File: config.mk
export PLATFORM = sky130hd
export DESIGN_NAME = pmSciGen
export DESIGN_NICKNAME = d
export VERILOG_FILES = /design/src/rtl/sci_pkg.sv /design/src/rtl/sci_datapath.sv /design/src/rtl/sci_control.sv /design/src/rtl/pmSciGen.sv
export SDC_FILE = /design/constraint.sdc
export NUM_CORES = 1
export LEC_CHECK = 0
export ABC_CLOCK_PERIOD_IN_PS = 900
export BUFFER_PORTS_ARGS = -buffer_cell sky130_fd_sc_hd__buf_2
export CORE_UTILIZATION = 45
export DETAILED_ROUTE_END_ITERATION = 7
export GPL_TIMING_DRIVEN = 0
export PLACE_DENSITY = 0.78
export REMOVE_ABC_BUFFERS = 1
export SYNTH_ARGS = -nofsm -noshare
export SYNTH_HDL_FRONTEND = slang
export SYNTH_SLANG_ARGS = --single-unit
File: constraint.sdc
create_clock -name clk -period 0.9 [get_ports clk]
set_input_delay 0.18 -clock clk [delete_from_list [all_inputs] [get_ports clk]]
set_output_delay 0.18 -clock clk [all_outputs]
set_load 0.02 [all_outputs]
File: src/rtl/sci_pkg.sv
package sci_pkg;
  localparam int unsigned WORD_W = 16;

  typedef struct packed {
    logic [WORD_W-1:0] setMask;
    logic [WORD_W-1:0] clrMask;
    logic              enLoad;
    logic              cntLoad;
  } sciStrobe_t;
endpackage

File: src/rtl/sci_datapath.sv
module sci_datapath
  import sci_pkg::*;
(
  input  logic              clk,
  input  logic              rstN,
  input  sciStrobe_t        strb,
  input  logic [WORD_W-1:0] wrData,
  output logic [WORD_W-1:0] stsQ,
  output logic [WORD_W-1:0] enQ,
  output logic [WORD_W-1:0] cntQ
);
  logic [WORD_W-1:0] stsNext;

  // Set has priority over clear on the same bit.
  always_comb stsNext = (stsQ & ~strb.clrMask) | strb.setMask;

  always_ff @(posedge clk or negedge rstN) begin
    if (!rstN) begin
      stsQ <= '0;
      enQ  <= '0;
      cntQ <= '0;
    end else begin
      stsQ <= stsNext;
      if (strb.enLoad)  enQ  <= wrData;
      if (strb.cntLoad) cntQ <= wrData;
    end
  end

  // every pulsed bit is set next cycle, even under a clear
  a_r4_set_over_clear: assert property (@(posedge clk) disable iff (!rstN)
    (strb.setMask != '0) |=> ((stsQ & $past(strb.setMask)) == $past(strb.setMask)));

  // cleared bits without a set are zero next cycle
  a_r3_clear_only_ones: assert property (@(posedge clk) disable iff (!rstN)
    ((strb.clrMask & ~strb.setMask) != '0) |=>
      ((stsQ & $past(strb.clrMask & ~strb.setMask)) == '0));

  // untouched bits hold
  a_r2_hold: assert property (@(posedge clk) disable iff (!rstN)
    (strb.setMask == '0 && strb.clrMask == '0) |=> $stable(stsQ));

  // enable word holds without a load
  a_r5_en_hold: assert property (@(posedge clk) disable iff (!rstN)
    !strb.enLoad |=> $stable(enQ));
endmodule

File: src/rtl/sci_control.sv
module sci_control
  import sci_pkg::*;
#(
  parameter int unsigned PIN_W   = 8,
  parameter int unsigned TMR_BIT = 0,
  parameter int unsigned GBL_BIT = 5,
  parameter int unsigned PWR_BIT = 8,
  parameter int unsigned RTC_BIT = 10
)(
  input  logic              clk,
  input  logic              rstN,
  input  logic [WORD_W-1:0] evtIn,
  input  logic [WORD_W-1:0] wrData,
  input  logic              stsClrWe,
  input  logic              enWe,
  input  logic              cntWe,
  input  logic [PIN_W-1:0]  intPin,
  input  logic [WORD_W-1:0] stsQ,
  input  logic [WORD_W-1:0] enQ,
  output sciStrobe_t        strb,
  output logic              sciOut,
  output logic              tmrArm
);
  localparam logic [WORD_W-1:0] SRC_MASK =
    (WORD_W'(1) << TMR_BIT) | (WORD_W'(1) << GBL_BIT) |
    (WORD_W'(1) << PWR_BIT) | (WORD_W'(1) << RTC_BIT);

  logic [WORD_W-1:0] pendSrc;
  logic              pinWired;
  logic              sciNext;
  logic              armNext;

  always_comb begin
    strb.setMask = evtIn;
    strb.clrMask = stsClrWe ? wrData : '0;
    strb.enLoad  = enWe;
    strb.cntLoad = cntWe;
  end

  always_comb begin
    pendSrc  = stsQ & enQ & SRC_MASK;
    pinWired = (intPin != '0);
    sciNext  = pinWired && (pendSrc != '0);
    armNext  = enQ[TMR_BIT] && !stsQ[TMR_BIT];
  end

  always_ff @(posedge clk or negedge rstN) begin
    if (!rstN) begin
      sciOut <= 1'b0;
      tmrArm <= 1'b0;
    end else begin
      sciOut <= sciNext;
      tmrArm <= armNext;
    end
  end

  // an unwired pin keeps the interrupt low
  a_r8_pin_zero: assert property (@(posedge clk) disable iff (!rstN)
    (intPin == '0) |=> !sciOut);

  // nothing pending among the four sources -> low
  a_r7_other_bits: assert property (@(posedge clk) disable iff (!rstN)
    ((stsQ & enQ & SRC_MASK) == '0) |=> !sciOut);

  // pending source with wired pin -> high next cycle
  a_r6_raise: assert property (@(posedge clk) disable iff (!rstN)
    (intPin != '0 && (stsQ & enQ & SRC_MASK) != '0) |=> sciOut);

  // arm follows timer enable and clear timer status
  a_r9_arm: assert property (@(posedge clk) disable iff (!rstN)
    (enQ[TMR_BIT] && !stsQ[TMR_BIT]) |=> tmrArm);
  a_r9_disarm: assert property (@(posedge clk) disable iff (!rstN)
    stsQ[TMR_BIT] |=> !tmrArm);
endmodule

File: src/rtl/pmSciGen.sv
module pmSciGen
  import sci_pkg::*;
#(
  parameter int unsigned PIN_W = 8
)(
  input  logic              clk,
  input  logic              rstN,
  input  logic [WORD_W-1:0] evtIn,
  input  logic [WORD_W-1:0] wrData,
  input  logic              stsClrWe,
  input  logic              enWe,
  input  logic              cntWe,
  input  logic [PIN_W-1:0]  intPin,
  output logic [WORD_W-1:0] stsOut,
  output logic [WORD_W-1:0] enOut,
  output logic [WORD_W-1:0] cntOut,
  output logic              sciOut,
  output logic              tmrArm
);
  sciStrobe_t        strb;
  logic [WORD_W-1:0] stsQ;
  logic [WORD_W-1:0] enQ;
  logic [WORD_W-1:0] cntQ;

  sci_control #(.PIN_W(PIN_W)) uCtrl (
    .clk(clk), .rstN(rstN), .evtIn(evtIn), .wrData(wrData),
    .stsClrWe(stsClrWe), .enWe(enWe), .cntWe(cntWe), .intPin(intPin),
    .stsQ(stsQ), .enQ(enQ), .strb(strb), .sciOut(sciOut), .tmrArm(tmrArm)
  );

  sci_datapath uData (
    .clk(clk), .rstN(rstN), .strb(strb), .wrData(wrData),
    .stsQ(stsQ), .enQ(enQ), .cntQ(cntQ)
  );

  assign stsOut = stsQ;
  assign enOut  = enQ;
  assign cntOut = cntQ;

  // registers are zero in the first cycle after reset
  a_r1_reset_clear: assert property (@(posedge clk)
    (!rstN) |=> (stsQ == '0 && enQ == '0 && cntQ == '0 && !sciOut));
endmodule

### After elaboration in Yosys (flattened, before gate mapping)

Index checks and enable logic that the tools add are counted.

* multipliers: 0
* bitwise logic cells: 4
* muxes and demuxes: 1
* reductions and logical operators: 5
* eq/ne operators: 0
* shifts and indexed selects: 0
* divide/modulo/power cells: 0
* add/subtract/negate cells: 0
* order comparisons: 0

Operator list (number)
* $and A16 B16 Y16: 1
* $mux W16: 1
* $not A16 Y16: 1
* $or A16 B16 Y16: 1
* $reduce_bool A16 Y1: 1
* $and A11 B11 Y11: 1
* $reduce_bool A8 Y1: 1
* $logic_and A1 B1 Y1: 2
* $logic_not A1 Y1: 1

* bits in latches: 0
* ROM bits: 0
* memory bits (writable): 0
* output and inout port bits: 50
* memories kept: 0
* flip-flop bits (word level): 50

### Logic depth before layout (Yosys ltp)

Gate-level depths: netlist of the first run.

* word-level depth: 4
* gate-level depth with buffers: 4
* mapped depth without buffers: 2

### Hierarchy

From an unflattened synthesis of the first run, not the netlist that was laid out.

* cells, all modules: 159
* area total of the unflattened synthesis: 2232.1 µm²

Modules (own cells, without submodules)
* sci_datapath: area each 1879.3 µm², seq. area each 1201.2 µm², cells an instance 116, times used 1
* sci_control: area each 352.8 µm², seq. area each 50.0 µm², cells an instance 43, times used 1

### Worst setup path before layout of the first run

Ideal clock, no wire load.

* path type: flip-flop to flip-flop
* from: register uData.enQ[0]
* to: register uCtrl.sciOut
* period minus slack after synthesis: 0.876 ns
* setup slack: 0.024 ns
* data required time: 0.762 ns
* arrival time: 0.738 ns
* stages on the path, launching flop included: 3
* setup time: 0.138 ns
* cells stage by stage: dfrtp_1 > a22oi_1 > a22oi_1

* cells in the longest elaborated chain, start to end: 3

RTL lines
* start, declared: line sci_datapath.sv:9 `output logic [WORD_W-1:0] enQ,`
* start signal, assigned: line sci_datapath.sv:24 `if (strb.enLoad) enQ <= wrData;`
* $and A11 B11 Y11: line sci_control.sv:41 `pendSrc = stsQ & enQ & SRC_MASK;`
* $reduce_bool A16 Y1: line sci_control.sv:43 `sciNext = pinWired && (pendSrc != '0);`
* $logic_and A1 B1 Y1: line sci_control.sv:43
* net uCtrl.sciNext: line sci_control.sv:30 `logic sciNext;`
* end signal, assigned: line sci_control.sv:52 `sciOut <= sciNext;`
* end, declared: line sci_control.sv:21 `output logic sciOut,`

The timed path passes the listed nets, and every way through them passes these cells.
A chain may end at the register's enable or synchronous reset.

### Worst setup path after layout of the first run

* from: register uData.cntQ[9]
* to: output cntOut[9]

RTL lines
* start, declared: line sci_datapath.sv:10 `output logic [WORD_W-1:0] cntQ`
* start signal, assigned: line sci_datapath.sv:25 `if (strb.cntLoad) cntQ <= wrData;`
* end, declared: line pmSciGen.sv:16 `output logic [WORD_W-1:0] cntOut,`

No word-level cell between the ends.

==> results.ini, run 1 <==
[place]
io_buffers=94
hpwl_microns=2830
placed_cells=264
place_congestion=0.664
place_ws_ns=-0.235

[die]
die_w_microns=68.4
die_area_sq_um=4680
initial_core_util_pct=48.2
rows=23
core_region_area_sq_um=4120
top_level_ports=95
die_h_microns=68.4

[clocking]
clk_latency_ns=0.30
cts_hold_buffers=0
cts.sinks=50
htreeDepth=2
cts_max_path_buffers=2
clkSlewWorstSetupHoldPaths_ns=0.10
cts_tree=built
cts_root_buf=clkbuf_8
numCtsBuffers=5

[layout]
area_delta_synth_final_pct=58.5
num_antenna_cells=0
final_net_count=296
layout-drive-gt1-share_pct=65.3
fin_cells=301

[sta]
fin_worst_skew_ns=0.00226
fin_crit_ns=1.07
finalHoldViolCount=50
layout_worst_path_cycle_share_pct=119
fmax_mhz=934
hold_ws_ns=-0.0780
fin_ws_ns=-0.171
drv_slew=0
setup_violations=64
slew_headroom_pct=54.8
worst_slew_pin_slew_ns=0.678
rsz0062_at_grt=yes

[grt]
grt_pass1_wl_microns=6870
grt_antenna_before_repair=0
grt_pass1_vias=1439
grtUsageTotal_pct=21.1
grt-ovfl-total=0
grt_max_degree=51

[yosys]
netlist_area_sq_um=1980
avgSynthCellArea_sq_um=15.7
synthCells=126
synth_seq_cells=50
yosysUniqueCellTypes=12
synth-seq-area-share_pct=63.1
ys_warn_count=0

[setup_path]
crit_path_max_fanout=2
critical_path.top_delay_family=flip-flops
cpPeakStageDelay_ns=0.43
criticalPathCategory=register to primary output
slowest_stage=dfrtp_1
cp_cell_sequence=buf_6
cp.depth=1
worst-path-buf-inv=1
worstSetupStartpointType=register
required_ns=0.72
worst_setup_path_end_kind=primary output
r2r_cells=3
cp.arrival_ns=0.89

[job]
maxCapViolations=0

[outcome]
failed_checks=hold timing, setup timing
status=complete, but fails checks

[route]
firstDrtPassIters=4
initialDrtViolationCount=64
antenna_left=0
routed_wl_microns=5720
post-route-drc-count=0
vias=1567
via_per_inst=5.21
wl_per_cell_microns=19.0

[pwr]
p_leak_uw=0.00156
ir_drop_v=0.00100
finalPower_uw=5650
power_density_nw_per_um2=1800

[min_path]
hold_path.class=primary input to asynchronous set/reset pin

-- logic make-up (layout without fill, tap and decap cells) --
family                 Yosys count  count (layout)  synth area share, %
DFF                             50              50                 63.1
and+or+nand+nor                 19              19                 3.97
buffers and inverters            6             131                 3.79
muxes                           32              32                 22.0
AOI/OAI and AO/OA               19              19                 7.19
-- layout by cell type (no fill, tap or decap) --
cell / instances
a21o_1: 16
a22oi_1: 2
a22oi_2: 1
buf_2: 43
buf_4: 17
buf_6: 63
bufinv_16: 1
clkbuf_4: 1
clkbuf_8: 5
clkinv_4: 1
dfrtp_1: 50
mux2_2: 12
mux2_4: 20
nand2_1: 16
nor2b_1: 1
nor4_1: 2
-- registers in the layout, summed over array words and instances, names as in the netlist --
register	flops
uData.stsQ	16
uCtrl.sciOut	1
uCtrl.tmrArm	1
uData.cntQ	16
uData.enQ	16
-- synth_stat cells (all sizes together) --
master	instances	area, sq um
dfrtp	50	1250
mux2	32	435
a21o	16	120
nand2	16	60.1
buf	6	75.1
a22oi	3	22.5
nor4	2	12.5
nor2b	1	6.26
-- layer usage --
layer	global-route usage, %	routed length, microns	vias up
li1	-	-	685
met1	23.4	2110	782
met2	37.9	3120	83
met3	5.67	341	17
met4	8.59	146	0
met5	0	0	-
-- power breakdown --
| group | total [uW] | switching [uW] | leakage (uW) | internal (uW) |
|---|---|---|---|---|
| sequential | 2610 | 171 | 0.000558 | 2440 |
| clock | 1570 | 751 | 0.0000542 | 819 |
| combinational | 1460 | 628 | 0.000953 | 837 |
-- what timing repair did --
item | in CTS | in global routing
setup buffers | 25 | 5
resized for setup | 99 | 16
pin swaps | 0 | 0
endpoints found under the hold margin | 0 | 38
endpoints found under the setup margin | 50 | 119
-- final timing paths --
path | end | startpoint | slack (ns)
worst max-delay path | cntOut[9] | uData.cntQ[9] | -0.17
worst min-delay path | uData.stsQ[6] | rstN | -0.08
worst max register to register | uCtrl.sciOut | uData.enQ[8] | -0.17
worst min register to register | uData.stsQ[1] | uData.stsQ[1] | 0.51
max in group asynchronous | uData.enQ[2] | rstN | 0.52
min in group clk | uData.stsQ[14] | evtIn[14] | 0.04
-- stage by stage --
step	instance area, sq um	utilization [%]	TNS, ns
after global routing	3140	76.4	-8.66
after CTS	3050	74.0	-6.29
after floorplan	1910	-	0
final	3140	76.4	-6.95
after global placement	2440	59.3	-17.00
after detailed placement	2440	59.3	-17.48
-- layout make-up --
cell class	instances	area, sq um
fillers	247	972
clock inverters	2	38.8
repair buffers	124	1060
flip-flops and latches	50	1250
well taps	50	62.6
clock buffers	5	68.8
multi-input cells	70	662
Power figures use the tool's default switching activity.
==> inputs of run 2 (changes only) <==
--- a/config.mk
+++ b/config.mk
@@ -12,6 +12,7 @@
 export GPL_TIMING_DRIVEN = 0
 export PLACE_DENSITY = 0.78
 export REMOVE_ABC_BUFFERS = 1
+export SETUP_SLACK_MARGIN = 0.1
 export SYNTH_ARGS = -nofsm -noshare
 export SYNTH_HDL_FRONTEND = slang
 export SYNTH_SLANG_ARGS = --single-unit
==> results.ini, run 2 (synthesis results as in run 1) <==
[setup_path]
slowest_stage=dfrtp_1
cpPeakStageDelay_ns=0.44
cp_cell_sequence=buf_6
worstSetupStartpointType=register
required_ns=0.72
cp.arrival_ns=0.90
worst-path-buf-inv=1
criticalPathCategory=register to primary output
crit_path_max_fanout=2
worst_setup_path_end_kind=primary output
critical_path.top_delay_family=flip-flops

[clocking]
cts_root_buf=clkbuf_8
clkSlewWorstSetupHoldPaths_ns=0.10
numCtsBuffers=5
cts_max_path_buffers=2
clk_latency_ns=0.29
cts.sinks=50
cts_tree=built
htreeDepth=2

[pwr]
netSwitchingFraction_pct=27.4
p_sw_uw=1550
p_clk_share_pct=27.6
pwr-share-comb_pct=26.2
finalPower_uw=5670
p_seq_share_pct=46.2
ir_drop_v=0.000997
power_density_nw_per_um2=1790
p_leak_uw=0.00158
intPower_uw=4110

[layout]
layout-drive-gt1-share_pct=65.3
final_net_count=296
fin_cells=301
largestRegisters=uData.cntQ x16, uData.enQ x16, uData.stsQ x16
num_antenna_cells=0
layout_common_cells=69 x buf_6, 50 x dfrtp_1, 41 x buf_2
area_delta_synth_final_pct=59.9
final_common_cell=buf_6

[sta]
finalHoldViolCount=50
fin_ws_ns=-0.178
rsz0062_at_grt=yes
fin_crit_ns=1.08
layout_worst_path_cycle_share_pct=120
worst_slew_pin_slew_ns=0.615
fin_worst_skew_ns=0.00281
slew_headroom_pct=59.0
fmax_mhz=928
setup_violations=66
drv_slew=0
hold_ws_ns=-0.123

[die]
die_w_microns=68.4
die_area_sq_um=4680
initial_core_util_pct=48.2
core_region_area_sq_um=4120
die_h_microns=68.4
rows=23
top_level_ports=95

[route]
initialDrtViolationCount=125
wl_per_cell_microns=19.0
vias=1531
firstDrtPassIters=4
routed_wl_microns=5710
post-route-drc-count=0
via_per_inst=5.09
antenna_left=0

[grt]
grt_pass1_vias=1466
grtUsageTotal_pct=22.4
grt-ovfl-total=0
grt_max_degree=51
grt_pass1_wl_microns=7270
grt_antenna_before_repair=0

[place]
placed_cells=264
io_buffers=94
hpwl_microns=2830
place_congestion=0.664

[outcome]
status=complete, but fails checks
failed_checks=hold timing, setup timing

[min_path]
hold_path.class=primary input to asynchronous set/reset pin

[job]
maxCapViolations=0

==> run 2: cell type report <==
type                    count  area (sq um)
clock buffers               5          68.8
clock inverters             2          38.8
fillers                   239           945
multi-input cells          70           662
flip-flops and latches     50          1250
well taps                  50          62.6
repair buffers            124          1090
==> run 2: power groups by stage <==
stage	Combinational, uW	Sequential [uW]	Clock (uW)
after floorplan	270	2840	0
after global placement	953	2590	0
after detailed placement	973	2600	0
after CTS	1380	2580	1580
after global routing	1560	2640	1680
final	1490	2620	1560
==> run 2: metal layers <==
layer / share of wire [%] / wire length (microns) / GRT usage (%)
met3: 7.1 / 403 / 5.67
met5: 0 / 0 / 0
met4: 2.5 / 143 / 9.11
met2: 54 / 3060 / 40.3
met1: 37 / 2100 / 24.9
==> run 2: final timing paths <==
path | endpoint | slack (ns) | startpoint | depth (start not counted)
hold reg to reg | uData.stsQ[1] | 0.51 | uData.stsQ[1] | 1
min in group clk | uData.stsQ[14] | 0.04 | evtIn[14] | 2
setup / recovery | enOut[11] | -0.18 | uData.enQ[11] | 1
max in group asynchronous | uData.stsQ[5] | 0.59 | rstN | 1
setup reg to reg | uCtrl.sciOut | -0.16 | uData.enQ[8] | 3
hold / removal | uData.stsQ[14] | -0.12 | rstN | 1
==> run 2: timing repair <==
item,CTS,global route
setup buffers,25,6
gates resized for setup,102,21
cloned,0,0
endpoints found under the setup margin,74,81
pin swaps,1,3
hold endpoints to repair,50,50
==> run 2: stage by stage <==
stage                     setup TNS, ns  hold slack, ns  setup WS [ns]  utilization (%)  cell area [sq um]
after floorplan                       0          -0.116         0.0240                -               1910
after global placement           -17.00           0.356         -0.231             59.3               2440
after detailed placement         -17.48           0.364         -0.235             59.3               2440
after CTS                         -6.26          -0.102         -0.151             74.3               3060
after global routing              -8.82         -0.0750         -0.200             77.0               3170
final                             -6.93          -0.123         -0.178             77.0               3170
